`src/rtl/line_stage_pkg.sv`:
```
package line_stage_pkg;
  localparam int SCR_W   = 64;
  localparam int SCR_H   = 64;
  localparam int CHUNK_W = 8;   // power of two
  localparam int COORD_W = 8;
  localparam int LEN_W   = 8;
  localparam int Y_W     = $clog2(SCR_H);
  localparam int COL_W   = $clog2(SCR_W / CHUNK_W);
  localparam int OFS_W   = $clog2(CHUNK_W);
  localparam int EXT_W   = ((COORD_W > LEN_W) ? COORD_W : LEN_W) + 2;

  typedef struct packed {
    logic signed [COORD_W-1:0] x;
    logic signed [COORD_W-1:0] y;
    logic                      vert;
    logic [LEN_W-1:0]          len;
  } line_t;
endpackage

```
`src/rtl/line_regs.sv`:
```
module line_regs
  import line_stage_pkg::*;
(
  input  logic  clk_i,
  input  logic  rst_ni,
  input  logic  load_i,
  input  line_t line_i,
  input  logic  vsync_i,
  output line_t act_o,
  output logic  armed_o
);
  line_t pend_q;
  logic  pend_ok_q;

  always_ff @(posedge clk_i or negedge rst_ni) begin
    if (!rst_ni) begin
      pend_q    <= '0;
      pend_ok_q <= 1'b0;
      act_o     <= '0;
      armed_o   <= 1'b0;
    end else begin
      if (load_i) begin
        pend_q    <= line_i;
        pend_ok_q <= 1'b1;
      end
      if (vsync_i) begin
        act_o   <= load_i ? line_i : pend_q;
        armed_o <= load_i | pend_ok_q;
      end
    end
  end

  AST_LIVE_HOLD: assert property (@(posedge clk_i) disable iff (!rst_ni)
    !vsync_i |=> ($stable(act_o) && $stable(armed_o)));
endmodule

```
`src/rtl/line_cover.sv`:
```
module line_cover
  import line_stage_pkg::*;
(
  input  line_t              ln_i,
  input  logic               armed_i,
  input  logic [Y_W-1:0]     y_i,
  input  logic [COL_W-1:0]   col_i,
  output logic [CHUNK_W-1:0] mask_o
);
  logic signed [EXT_W-1:0] ox, oy, len_s, end_c, yv, cl, ch;
  logic [CHUNK_W-1:0] lo_m, hi_m;
  logic [OFS_W-1:0]   rsh;
  logic               live, hit_h, hit_v;

  always_comb begin
    ox    = EXT_W'(ln_i.x);
    oy    = EXT_W'(ln_i.y);
    len_s = signed'(EXT_W'(ln_i.len));
    end_c = (ln_i.vert ? oy : ox) + len_s - EXT_W'(1);
    yv    = signed'(EXT_W'(y_i));
    cl    = signed'(EXT_W'({col_i, {OFS_W{1'b0}}}));
    ch    = cl + EXT_W'(CHUNK_W - 1);
    live  = armed_i && (ln_i.len != '0);

    hit_h = live && !ln_i.vert && (yv == oy) && (ox <= ch) && (end_c >= cl);
    hit_v = live &&  ln_i.vert && (yv >= oy) && (yv <= end_c) &&
            (ox >= cl) && (ox <= ch);

    // left border from start offset, right border from end offset
    rsh  = ~end_c[OFS_W-1:0];
    lo_m = (ox <= cl)    ? '1 : ({CHUNK_W{1'b1}} << ox[OFS_W-1:0]);
    hi_m = (end_c >= ch) ? '1 : ({CHUNK_W{1'b1}} >> rsh);

    mask_o = '0;
    if (hit_h)      mask_o = lo_m & hi_m;
    else if (hit_v) mask_o = CHUNK_W'(1) << ox[OFS_W-1:0];
  end
endmodule

```
`src/rtl/line_stage.sv`:
```
module line_stage
  import line_stage_pkg::*;
(
  input  logic                clk_i,
  input  logic                rst_ni,
  input  logic                load_i,
  input  logic [COORD_W-1:0]  org_x_i,
  input  logic [COORD_W-1:0]  org_y_i,
  input  logic                vert_i,
  input  logic [LEN_W-1:0]    len_i,
  input  logic                vsync_i,
  input  logic                valid_i,
  input  logic [Y_W-1:0]      y_i,
  input  logic [COL_W-1:0]    col_i,
  input  logic [CHUNK_W-1:0]  pix_i,
  output logic                valid_o,
  output logic [Y_W-1:0]      y_o,
  output logic [COL_W-1:0]    col_o,
  output logic [CHUNK_W-1:0]  pix_o
);
  line_t              new_line, act;
  logic               armed;
  logic [CHUNK_W-1:0] mask;

  assign new_line = '{x: signed'(org_x_i), y: signed'(org_y_i),
                      vert: vert_i, len: len_i};

  line_regs u_regs (
    .clk_i   (clk_i),
    .rst_ni  (rst_ni),
    .load_i  (load_i),
    .line_i  (new_line),
    .vsync_i (vsync_i),
    .act_o   (act),
    .armed_o (armed)
  );

  line_cover u_cover (
    .ln_i    (act),
    .armed_i (armed),
    .y_i     (y_i),
    .col_i   (col_i),
    .mask_o  (mask)
  );

  always_ff @(posedge clk_i or negedge rst_ni) begin
    if (!rst_ni) begin
      valid_o <= 1'b0;
      y_o     <= '0;
      col_o   <= '0;
      pix_o   <= '0;
    end else begin
      valid_o <= valid_i;
      if (valid_i) begin
        y_o   <= y_i;
        col_o <= col_i;
        pix_o <= pix_i | mask;
      end
    end
  end

  AST_VALID_FOLLOW: assert property (@(posedge clk_i) disable iff (!rst_ni)
    valid_i |=> (valid_o && y_o == $past(y_i) && col_o == $past(col_i)));
  AST_IDLE_FOLLOW: assert property (@(posedge clk_i) disable iff (!rst_ni)
    !valid_i |=> !valid_o);
  AST_KEEP_BITS: assert property (@(posedge clk_i) disable iff (!rst_ni)
    valid_i |=> ((pix_o & $past(pix_i)) == $past(pix_i)));
  AST_VERT_SINGLE: assert property (@(posedge clk_i) disable iff (!rst_ni)
    (valid_i && act.vert) |-> $onehot0(mask));
  AST_NONE_UNARMED: assert property (@(posedge clk_i) disable iff (!rst_ni)
    !armed |-> (mask == '0));
endmodule

```
`config.mk`:
```
export PLATFORM = sky130hd
export DESIGN_NAME = line_stage
export DESIGN_NICKNAME = d
export VERILOG_FILES = /design/src/rtl/line_stage_pkg.sv /design/src/rtl/line_regs.sv /design/src/rtl/line_cover.sv /design/src/rtl/line_stage.sv
export SDC_FILE = /design/constraint.sdc
export NUM_CORES = 1
export LEC_CHECK = 0
export ABC_CLOCK_PERIOD_IN_PS = 11800
export CAP_MARGIN = 25
export CORE_MARGIN = 8
export CORE_UTILIZATION = 32
export CTS_CLUSTER_SIZE = 14
export DETAILED_ROUTE_END_ITERATION = 8
export DONT_BUFFER_PORTS = 1
export SYNTH_ARGS = -nofsm -noshare
export SYNTH_HDL_FRONTEND = slang
export SYNTH_SLANG_ARGS = --single-unit
```
`constraint.sdc`:
```
create_clock -name clk_i -period 11.8 [get_ports clk_i]
set_input_delay 2.36 -clock clk_i [delete_from_list [all_inputs] [get_ports clk_i]]
set_output_delay 2.36 -clock clk_i [all_outputs]
set_load 0.02 [all_outputs]
```
; Yosys cells after proc, flatten, opt, wreduce, memory -nomap -nowiden
; Cells that the tools add are included.
[word_totals]
regBits = 70
inputBits = 47
output_inout_bits = 18
word_cells = 50
[op_classes]
addsub = 3
magnitude_cmp = 7
n_eq_ne = 1
shift = 3
mux = 6
bitwise_logic = 4
n_reduce_logical = 12
[ops]
columns = operator, n
row1 = 8-bit two-way mux, 4
row2 = 25-bit two-way mux, 1
row3 = 10-bit by 9-bit adder with 10-bit output, 1
row4 = 10-bit greater-or-equal comparator, 1
row5 = 10-bit by 7-bit greater-or-equal comparator with 1-bit output, 1
row6 = 7-bit by 10-bit <= comparator with 1-bit output, 1
row7 = 1-bit logical AND, 10
row8 = 10-bit two-way mux, 1
row9 = "10-bit by 2-bit subtractor with 10-bit output, second input constant", 1
row10 = 8-bit bitwise AND, 1
row11 = 7-bit by 8-bit equality test with 1-bit output, 1
row12 = 7-bit by 8-bit greater-or-equal comparator with 1-bit output, 1
row13 = 8-bit by 7-bit greater-or-equal comparator with 1-bit output, 1
row14 = 8-bit by 7-bit <= comparator with 1-bit output, 1
row15 = 8-bit <= comparator, 1
row16 = 8-bit bitwise OR, 1
row17 = 8-bit nonzero test, 1
row18 = "1-bit by 3-bit << shifter with 8-bit output, first input constant", 1
row19 = "8-bit by 3-bit << shifter with 8-bit output, first input constant", 1
row20 = "8-bit by 3-bit >> shifter with 8-bit output, first input constant", 1
row21 = "6-bit by 3-bit adder with 7-bit output, second input constant", 1
row22 = 3-bit NOT, 1
row23 = 1-bit logical NOT, 1
row24 = 1-bit bitwise OR, 1

; Depth between registers and ports, before layout
; Gate-level depths: netlist of run 1.
[depth]
word_depth = 10
mapped_depth = 19
mapped_depth_nobuf = 18

; Cells and area by module
; A second synthesis of run 1 with hierarchy kept.
[unflattened]
hier_cells = 372
hier_area_um2 = 4305.4
[by_module_without_submodules]
columns = module, instances, cells_per_inst, area_each_um2
row1 = line_regs, 1, 110, 2093.3
row2 = line_cover, 1, 208, 1511.4
row3 = line_stage, 1, 54, 700.7

; Least setup slack after synthesis of run 1
; Ideal clock, no wire load.
[synth_path]
path_kind = input-to-reg
startpoint = in col_i[2]
endpoint = reg pix_o[6]
t_arrival_ns = 4.231
required_time_ns = 11.717
path_slack_ns = 7.486
cell_stages = 9
cell_sequence = inv_1 -> ha_1 -> a2111o_1 -> a21oi_1 -> o211ai_1 -> nor3_1 -> o41ai_4 -> a2111o_1 -> o21ai_0
[synth_via]
elab_chain_len = 6
word_cells_on_any_way = 16
cone_classes = add/sub (1) / order compare (5) / mux (4) / bitwise (2) / reduce/logical (4)
[synth_rtl]
columns = element, line
row1 = start: declaration, line_stage.sv:14  ; input logic [COL_W-1:0] col_i,
row2 = 6-bit by 3-bit adder with 7-bit output or 8-bit by 7-bit greater-or-equal comparator with 1-bit output (tied branches), "line_cover.sv:22, line_cover.sv:27"
row3 = "10-bit greater-or-equal comparator, or another cell as far along", line_cover.sv:32  ; hi_m = (end_c >= ch) ? '1 : ({CHUNK_W{1'b1}} >> rsh);
row4 = "8-bit two-way mux, or another cell as far along", line_cover.sv:32
row5 = "8-bit bitwise AND, or another cell as far along", line_cover.sv:35  ; if (hit_h) mask_o = lo_m & hi_m;
row6 = 8-bit two-way mux *, line_cover.sv:35
row7 = 8-bit bitwise OR *, line_stage.sv:57  ; pix_o <= pix_i | mask;
row8 = end signal: assignment, line_stage.sv:57
row9 = end: declaration, line_stage.sv:19  ; output logic [CHUNK_W-1:0] pix_o
; Mark *: on every way between the ends. The rest lies on a longest branch, timed or not.
; A chain may end at the register's enable or synchronous reset.

; Final worst setup path of run 1
[layout_path]
startpoint = reg u_regs.act_o[8] (netlist bit)
endpoint = reg pix_o[7]
[layout_via]
elab_chain_len = 10
word_cells_on_any_way = 23
cone_classes = add/sub (2) / order compare (3) / shift (1) / mux (4) / bitwise (3) / reduce/logical (10)
[layout_rtl]
columns = element, line
row1 = start: declaration, line_regs.sv:9  ; output line_t act_o,
row2 = start signal: assignment, line_regs.sv:27  ; act_o <= load_i ? line_i : pend_q;
row3 = 10-bit two-way mux, line_cover.sv:19  ; end_c = (ln_i.vert ? oy : ox) + len_s - EXT_W'(1);
row4 = 10-bit by 9-bit adder with 10-bit output, line_cover.sv:19
row5 = 10-bit by 2-bit subtractor with 10-bit output, line_cover.sv:19
row6 = 7-bit by 10-bit <= comparator with 1-bit output, line_cover.sv:26  ; hit_v = live && ln_i.vert && (yv >= oy) && (yv <= end_c) &&
row7 = 1-bit logical AND (2 in a row), line_cover.sv:26
row8 = 1-bit logical AND, line_cover.sv:27  ; (ox >= cl) && (ox <= ch);
row9 = 8-bit two-way mux, line_cover.sv:36  ; else if (hit_v) mask_o = CHUNK_W'(1) << ox[OFS_W-1:0];
row10 = 8-bit two-way mux *, line_cover.sv:35
row11 = 8-bit bitwise OR *, line_stage.sv:57
; Marks and branches as above.

==> results_dict.tcl, run 1 <==
set metrics [dict create \
    tns_ns 0 \
    drt-vias-per-instance 5.14 \
    post_drt_wl_per_cell_um 17.9 \
    regArea_sq_um 1750 \
    post_cts_resized 0 \
    io_buffers 0 \
    layout_min_cycle_time_ns 4.30 \
    drive_above_1_share_pct 19.4 \
    ys_warn_count 0 \
    finalInstanceArea_sq_um 4570 \
    synth_compound_area_share_pct 14.5 \
    h-tree-depth 3 \
    min_from "u_regs.pend_ok_q$_DFFE_PN0P_" \
    finClkSkew_ns 0.00572 \
    first_iter_violations 143 \
    crit_buf_inv 3 \
    synth_seq_cells 70 \
    cts_buffers 9 \
    synthCells 389 \
    antenna_found_initial 0 \
    die_y_um 130 \
    fillers 1315 \
    fp-row-count 41 \
    grt_max_degree 71 \
    start_util_pct 32.9 \
    hold_viol_final 0 \
    rr_startpoint "u_regs.act_o[8]$_DFFE_PN0P_" \
    placed_area_sq_um 4300 \
    ff2ff_setup_slack_ns 7.50 \
    setup-violations-final 0 \
    p_total_mw 0.869 \
    yosysUniqueCellTypes 61 \
    rsz0062_at_grt "false" \
    cts-hold-fix-buffers 0 \
    first_global_vias 3078 \
    status "finished clean" \
    start_kind "flip-flop" \
    use_met1_pct 14.9 \
    arrival_ns 4.52 \
    leakage_nw 2.01 \
    path_clk_slew_ns 0.05 \
    finalCritPeriodShare_pct 36.5 \
    slew_viol_final 0 \
    critPathCaptureType "flip-flop" \
    drt-total-wl_mm 10.1 \
    hold_class "reg -> reg" \
    die_x_um 130 \
    final_common_cell "dfrtp_1" \
    fmax_mhz 232 \
    area_delta_synth_final_pct 10.2 \
    dp.cells 548 \
    core_area_sq_um 12600 \
    slowest_stage "dfrtp_1" \
    crit_fanout 12 \
    grt_usage_pct 12.8 \
    clk_latency_ns 0.34 \
    synth-simple-area-share_pct 11.5 \
    synthesis.area_sq_um 4150 \
    peakVddDrop_v 0.0000777 \
    ant_nets 0 \
    grt_util_met2_pct 20.3 \
    seq_area_frac_synth_pct 42.2 \
    synth_top_family_by_area "compound AO/OA/AOI/OAI gates" \
    dr.pass1.iters 4 \
    critPathLaunch "u_regs.act_o[8]$_DFFE_PN0P_" \
    max_slew_margin_pct 39.2 \
    final_cell_mix "dfrtp_1, mux2_2, inv_1, ha_1, nand2_1" \
    ys.flop_type "dfrtp_1" \
    multiInputGateArea_sq_um 2170 \
    power_density_nw_per_um2 190 \
    synth_fp_nets 473 \
    synthMuxAreaShare_pct 14.4 \
    crit_chain "mux2i_1 > ha_1 > inv_1 > ha_1 > inv_1 > fa_1 > nand2b_1 > nand2b_1 > nand2_1 > a21oi_1 > inv_1 > ha_1 > nand3_1 > o22a_2 > o31ai_1 > o311a_4 > a311o_1 > o22a_1" \
    cts_root_buffer "clkbuf_16" \
    drcViolationCount 0 \
    grt.busiest_layer "met2" \
    clock_sinks 70 \
    synth_edf_count 0 \
    setup_slack_ns 7.50 \
    max-cap-violations 0 \
    path_delay_family "compound AO/OA/AOI/OAI gates" \
    synth_xor_area_share_pct 0.422 \
    ys_async_sr_fraction_pct 100 \
    die_area_sq_um 16900 \
    cts_max_path_buffers 2 \
    n_antenna_cell 0 \
    setup.worst_path.class "reg -> reg" \
    finalNonFillerCells 563 \
    place_ws_ns 7.30 \
    met3_usage_pct 6.00 \
    nNetsFinal 471 \
    crit_required_ns 12.02 \
    cts_tree "built" \
    syn_area_per_cell_sq_um 10.7 \
    gp_congestion 0.774 \
    synthAdderAreaFrac_pct 11.5 \
    num_vias 2892 \
    slowest_delay_ns 0.70 \
    max_slew.worst_pin.slew_ns 0.900 \
    io_pins 65 \
    post_cts_buffers 0 \
    hpwl_mm 7.79 \
    grt_pass1_wl_mm 16.5 \
    overflow 0 \
]
==> sequential cells by signal, summed over array words and instances, names as in the netlist <==
register          cells
col_o                 3
pix_o                 8
u_regs.act_o         25
u_regs.armed_o        1
u_regs.pend_ok_q      1
u_regs.pend_q        25
valid_o               1
y_o                   6
==> power by group <==
part	internal [mW]	switching [mW]
clock	0.140	0.102
sequential	0.266	0.0315
combinational	0.144	0.186
total	0.550	0.319
==> Yosys cell counts, types with 2 or more instances <==
master,n,area share [%]
clkbuf_1,5,0.45
ha_1,35,11
dfrtp_1,70,42
or2_2,3,0.45
o21ai_1,2,0.24
xnor2_1,2,0.42
buf_1,6,0.54
o21ai_0,20,2.4
and3b_1,2,0.42
mux2i_1,8,1.9
a21oi_1,11,1.3
nand3_1,3,0.36
nand2_1,27,2.4
o32a_1,3,0.72
inv_1,45,4.1
nand2b_1,10,1.5
nor3_1,5,0.60
nor2_1,20,1.8
a2111o_1,3,0.81
and3b_2,2,0.48
nor4_1,2,0.30
a311oi_1,8,1.7
o2111ai_1,2,0.42
a31o_2,2,0.42
mux2_2,46,12
o211ai_1,3,0.54
o21a_1,2,0.36
nor2b_1,5,0.75
a21o_1,3,0.54
fa_1,2,0.97
nor4b_1,2,0.42
==> cell type report <==
cell class,instances,share of cell area [%]
inverter,45,3.70
clock buffer,9,4.93
multi-input combinational,261,47.5
sequential,70,38.3
clock inverter,6,0.876
tap,172,4.71
==> worst register-to-register path, delay by kind of cell (launching register included) <==
family          cells  cell delay, ns
compound gates      6            1.36
mux                 1            0.30
flops               1            0.70
fa+ha+maj           4            1.17
buf+inv             3            0.20
simple gates        4            0.46
==> per-layer routing <==
layer / vias to the layer above / part of all wire, %
met2: 65 / 48
met1: 1431 / 41
met5: - / 0
li1: 1382 / -
met4: 0 / 1.7
met3: 14 / 8.8
==> path summary, 6_finish.rpt <==
| path | cells past startpoint | end |
|---|---|---|
| worst min register to register | 1 | u_regs.pend_ok_q$_DFFE_PN0P_ |
| min in group asynchronous | 0 | u_regs.pend_q[5]$_DFF_PN0_ |
| worst max register to register | 18 | pix_o[7]$_DFFE_PN0P_ |
| max in group asynchronous | 0 | y_o[5]$_DFFE_PN0P_ |
| worst min-delay path | 1 | u_regs.pend_ok_q$_DFFE_PN0P_ |
| worst max-delay path | 18 | pix_o[7]$_DFFE_PN0P_ |
==> cells by family (layout without fill, tap and decap cells) <==
family / Yosys count / count (layout)
compound gates: 78 / 78
xor+xnor: 2 / 2
fa+ha+maj: 37 / 37
buf+inv: 58 / 60
flops: 70 / 70
mux: 54 / 54
simple gates: 90 / 90
==> per-stage QoR <==
| step | hold WS, ns | utilization, % |
|---|---|---|
| 2_1_floorplan | 0.420 | - |
| 3_3_place_gp | 0.436 | 34.1 |
| 3_5_place_dp | 0.448 | 34.1 |
| 4_1_cts | 0.465 | 36.2 |
| 5_1_grt | 0.492 | 36.2 |
| 6_report | 0.465 | 36.2 |
No activity file was read; power rests on OpenSTA's default activity.
==> run 2, diff against run 1 <==
- ABC_CLOCK_PERIOD_IN_PS: 11800 -> 4300
- clock period: 11.8 -> 4.3 ns (I/O delays scaled with it)
==> run 2 against run 1 <==
Clock skew increased by 0.00076 ns; critical path type unchanged; largest cell class unchanged; flip-flop and latch count unchanged; combinational power increased to 2.8 times the previous value.
==> results_dict.tcl, run 2 (synthesized netlist as in run 1, its figures left out) <==
set metrics [dict create \
    io_pins 65 \
    critPathCaptureType "flip-flop" \
    start_util_pct 32.9 \
    first_global_vias 3106 \
    ant_nets 0 \
    post_cts_resized 0 \
    die_y_um 130 \
    cts_buffers 9 \
    rsz0062_at_grt "false" \
    layout_min_cycle_time_ns 4.00 \
    clock_sinks 70 \
    cts-hold-fix-buffers 0 \
    arrival_ns 4.23 \
    cts_tree "built" \
    io_buffers 0 \
    cts_root_buffer "clkbuf_16" \
    clk_latency_ns 0.34 \
    first_iter_violations 172 \
    dr.pass1.iters 4 \
    start_kind "flip-flop" \
    finalNonFillerCells 566 \
    hold_viol_final 0 \
    antenna_found_initial 0 \
    n_antenna_cell 0 \
    grt_pass1_wl_mm 16.6 \
    gp_congestion 0.854 \
    tns_ns 0 \
    num_vias 2892 \
    finalCritPeriodShare_pct 93.1 \
    grt_usage_pct 13.0 \
    nNetsFinal 473 \
    setup.worst_path.class "reg -> reg" \
    crit_required_ns 4.52 \
    die_area_sq_um 16900 \
    p_comb_share_pct 36.9 \
    max-cap-violations 0 \
    drcViolationCount 0 \
    fp-row-count 41 \
    netSwitchingFraction_pct 35.6 \
    finClkSkew_ns 0.00649 \
    hold_class "in -> async" \
    final_cell_mix "dfrtp_1, mux2_2, inv_1, ha_1, nand2_1" \
    dp.cells 550 \
    cts_max_path_buffers 2 \
    leakage_nw 2.04 \
    status "finished clean" \
    setup-violations-final 0 \
    final_common_cell "dfrtp_1" \
    slew_viol_final 0 \
    max_slew.worst_pin.slew_ns 0.854 \
    p_int_mw 1.60 \
    hpwl_mm 8.02 \
    post_drt_wl_per_cell_um 18.3 \
    max_slew_margin_pct 42.3 \
    final_util_pct 36.7 \
    drive_above_1_share_pct 20.1 \
    p_clk_share_pct 30.5 \
    overflow 0 \
    fmax_mhz 250 \
    drt-vias-per-instance 5.11 \
    path_clk_slew_ns 0.06 \
    post_cts_buffers 0 \
    die_x_um 130 \
    switching_power_mw 0.881 \
    area_delta_synth_final_pct 11.6 \
    h-tree-depth 3 \
    core_area_sq_um 12600 \
    seq_power_share_pct 32.6 \
    drt-total-wl_mm 10.3 \
    peakVddDrop_v 0.000304 \
    grt_max_degree 71 \
    reg_top3 "u_regs.act_o (25), u_regs.pend_q (25), pix_o (8)" \
    power_density_nw_per_um2 536 \
    crit_fanout 8 \
]
## run 2: cell types whose count changed in the layout (fill, tap and decap cells not counted), sizes merged
cell / previous run / this run
clkbuf: 9 / 10
inv: 45 / 46
bufinv: 0 / 1
buf: 0 / 2
clkinv: 5 / 3
## run 2: power groups by stage
| stage | Combinational [mW] | Clock [mW] | Sequential [mW] |
|---|---|---|---|
| finish | 0.915 | 0.756 | 0.808 |
| global placement | 0.880 | 0 | 0.820 |
| CTS | 0.910 | 0.778 | 0.809 |
| global route | 1.02 | 0.806 | 0.817 |
| floorplan | 0.740 | 0 | 0.793 |
| detailed placement | 0.904 | 0 | 0.820 |
## run 2: final timing paths
check                                                  start                           end  slack, ns  cells past startpoint
worst min register to register  u_regs.pend_ok_q$_DFFE_PN0P_  u_regs.pend_ok_q$_DFFE_PN0P_       0.48                      1
worst max register to register   u_regs.act_o[8]$_DFFE_PN0P_          pix_o[7]$_DFFE_PN0P_       0.30                     18
worst max-delay path             u_regs.act_o[8]$_DFFE_PN0P_          pix_o[7]$_DFFE_PN0P_       0.30                     18
min in group clk_i              u_regs.pend_ok_q$_DFFE_PN0P_  u_regs.pend_ok_q$_DFFE_PN0P_       0.48                      1
worst min-delay path                                  rst_ni    u_regs.pend_q[6]$_DFF_PN0_       0.22                      0
max in group asynchronous                             rst_ni          pix_o[3]$_DFFE_PN0P_       3.96                      0
## run 2: critical path: stages, from the launching register on
cell and delay [ns]:
dfrtp_1 0.52, mux2i_1 0.25, ha_1 0.25, inv_1 0.06
ha_1 0.21, inv_1 0.07, fa_1 0.41, nand2b_1 0.22
nand2b_1 0.09, nand2_1 0.05, a21oi_1 0.20, inv_1 0.07
ha_1 0.29, nand3_1 0.09, o22a_2 0.13, o31ai_1 0.07
o311a_4 0.40, a311o_1 0.36, o22a_1 0.17
## run 2: stage by stage
stage / area (sq um) / setup slack, ns / power, mW / hold WS [ns]
finish: 4630 / 0.297 / 2.48 / 0.216
global route: 4630 / 0.108 / 2.65 / 0.198
CTS: 4630 / 0.315 / 2.50 / 0.205
detailed placement: 4320 / 0.299 / 1.72 / 0.457
global placement: 4320 / 0.480 / 1.70 / 0.433
floorplan: 4150 / 0.359 / 1.53 / 0.420
## run 2: area by class of cell
cell class | count | area (sq um)
clock buffer | 10 | 239
clock inverter | 6 | 68.8
fill | 1299 | 7990
inverter | 45 | 169
multi-input combinational | 261 | 2170
sequential | 70 | 1750
tap | 172 | 215
timing repair buffer | 2 | 15.0
## run 2: routing by layer
metal  routed length, um  global-route usage [%]
met5                   0                       0
met4                 106                    4.44
met3                 648                    4.65
met2                4980                    21.4
met1                4600                    15.3
==> run 3, diff against run 2 <==
- CORE_UTILIZATION: 32 -> 40
==> run 3 against run 2 <==
Global-route usage is 1.8 points higher; power shrank 12%; combinational power decreased by 2%; clock power is 38% lower; count of clock-buffer cells in the layout is 1 lower; critical path depth shrank 3; via count about the same; sequential power is essentially flat.
==> results_dict.tcl, run 3 (synthesized netlist as in run 1, its figures left out) <==
set metrics [dict create \
    hold_viol_final 0 \
    crit_required_ns 4.53 \
    rsz0062_at_grt "false" \
    arrival_ns 4.07 \
    use_met1_pct 16.9 \
    slew_viol_final 0 \
    status "finished clean" \
    reg_top3 "u_regs.act_o (25), u_regs.pend_q (25), pix_o (8)" \
    max-cap-violations 0 \
    setup-violations-final 0 \
    grt_util_met2_pct 24.5 \
    grt_max_degree 71 \
    setup.worst_path.class "reg -> reg" \
    leakage_nw 1.97 \
    hpwl_mm 7.47 \
    finalCritPeriodShare_pct 89.2 \
    die_area_sq_um 13900 \
    cts_buffers 9 \
    slowest_stage "dfrtp_1" \
    cp_common_cell "ha_1" \
    rr_startpoint "u_regs.act_o[19]$_DFFE_PN0P_" \
    final_cell_mix "dfrtp_1, mux2_2, inv_1, ha_1, nand2_1" \
    num_vias 2891 \
    netSwitchingFraction_pct 38.8 \
    crit_fanout 15 \
    tns_ns 0 \
    layout_min_cycle_time_ns 3.83 \
    first_global_vias 3082 \
    max_slew_margin_pct 44.4 \
    cts-hold-fix-buffers 0 \
    nNetsFinal 472 \
    switching_power_mw 0.844 \
    met3_usage_pct 5.42 \
    path_clk_slew_ns 0.08 \
    critPathCaptureType "flip-flop" \
    core_area_sq_um 10200 \
    hold_class "in -> async" \
    area_delta_synth_final_pct 6.82 \
    fp-row-count 37 \
    start_kind "flip-flop" \
    gp_congestion 0.823 \
    finClkSkew_ns 0.0104 \
    drt-vias-per-instance 5.48 \
    p_clk_share_pct 21.5 \
    post_cts_buffers 0 \
    p_int_mw 1.33 \
    peakVddDrop_v 0.000218 \
    grt_pass1_wl_mm 16.3 \
    max_slew.worst_pin.slew_ns 0.823 \
    ff2ff_setup_slack_ns 0.47 \
    ant_nets 0 \
    p_comb_share_pct 41.3 \
    post_drt_wl_per_cell_um 18.4 \
    cts_tree "built" \
    fmax_mhz 261 \
    first_iter_violations 164 \
    io_pins 65 \
    seq_power_share_pct 37.2 \
    dp.cells 513 \
    power_density_nw_per_um2 491 \
    cts_root_buffer "clkbuf_8" \
    finalNonFillerCells 528 \
    h-tree-depth 3 \
    overflow 0 \
    post_cts_resized 0 \
    dr.pass1.iters 4 \
    die_y_um 118 \
    n_antenna_cell 0 \
    final_common_cell "dfrtp_1" \
    crit_chain "mux2i_1 > ha_1 > inv_1 > ha_1 > a21o_1 > a21oi_1 > xnor2_1 > inv_1 > ha_1 > nand3_1 > o21bai_1 > o31ai_1 > o311a_4 > a311o_1 > o22a_1" \
    drive_above_1_share_pct 19.6 \
    antenna_found_initial 0 \
    drt-total-wl_mm 9.70 \
    start_util_pct 40.7 \
    io_buffers 0 \
    die_x_um 118 \
    cts_max_path_buffers 2 \
    drcViolationCount 0 \
    grt.busiest_layer "met2" \
    grt_usage_pct 14.8 \
    clk_latency_ns 0.35 \
    r2r-end "pix_o[7]$_DFFE_PN0P_" \
    rr_worst_depth 15 \
    clock_sinks 70 \
    slowest_delay_ns 0.66 \
]
## run 3: final cells by class
class	count	area, sq um
clock buffers	9	124
clock inverters	6	38.8
multi-input cells	261	2170
inverters	45	169
repair buffers	1	7.51
fillers	963	5760
flip-flops and latches	70	1750
well taps	136	170
## run 3: metrics by stage
stage | total power, mW | instance area, sq um | util (%) | worst slack [ns] | hold slack, ns
2_1_floorplan | 1.53 | 4150 | - | 0.359 | 0.420
3_3_place_gp | 1.69 | 4270 | 41.9 | 0.577 | 0.434
3_5_place_dp | 1.71 | 4270 | 41.9 | 0.490 | 0.434
4_1_cts | 2.19 | 4430 | 43.5 | 0.445 | 0.181
5_1_grt | 2.35 | 4430 | 43.5 | 0.184 | 0.169
6_report | 2.17 | 4430 | 43.5 | 0.466 | 0.201
## run 3: critical path, delay by kind of cell (launching register included)
family / cells / cell delay (ns)
xor gates and xnor gates: 1 / 0.18
and+or+nand+nor: 1 / 0.09
adders and majority gates: 3 / 0.95
AOI/OAI and AO/OA: 7 / 1.57
muxes: 1 / 0.14
buffers and inverters: 2 / 0.13
DFF: 1 / 0.66
## run 3: power by group through the flow
stage	clock (mW)	sequential, mW	combinational (mW)
after floorplan	0	0.793	0.740
after global placement	0	0.820	0.870
after detailed placement	0	0.822	0.889
after CTS	0.483	0.810	0.898
after global routing	0.512	0.819	1.02
final	0.467	0.808	0.898
## run 3: worst max-delay path by stage
stage	start	to	slack [ns]	cells after the start
6_report	u_regs.act_o[19]$_DFFE_PN0P_	pix_o[7]$_DFFE_PN0P_	0.47	15
5_1_grt	u_regs.act_o[18]$_DFFE_PN0P_	pix_o[7]$_DFFE_PN0P_	0.18	18
4_1_cts	u_regs.act_o[19]$_DFFE_PN0P_	pix_o[7]$_DFFE_PN0P_	0.45	15
3_5_place_dp	u_regs.act_o[8]$_DFFE_PN0P_	pix_o[7]$_DFFE_PN0P_	0.49	18
3_3_place_gp	u_regs.act_o[8]$_DFFE_PN0P_	pix_o[7]$_DFFE_PN0P_	0.58	18
2_1_floorplan	u_regs.act_o[8]$_DFFE_PN0P_	pix_o[7]$_DFFE_PN0P_	0.36	19
## run 3: per-layer routing
layer	share of wire, %	routed length, um
met4	2.1	200
met2	49	4770
met3	6.9	670
met1	42	4050
met5	0	0
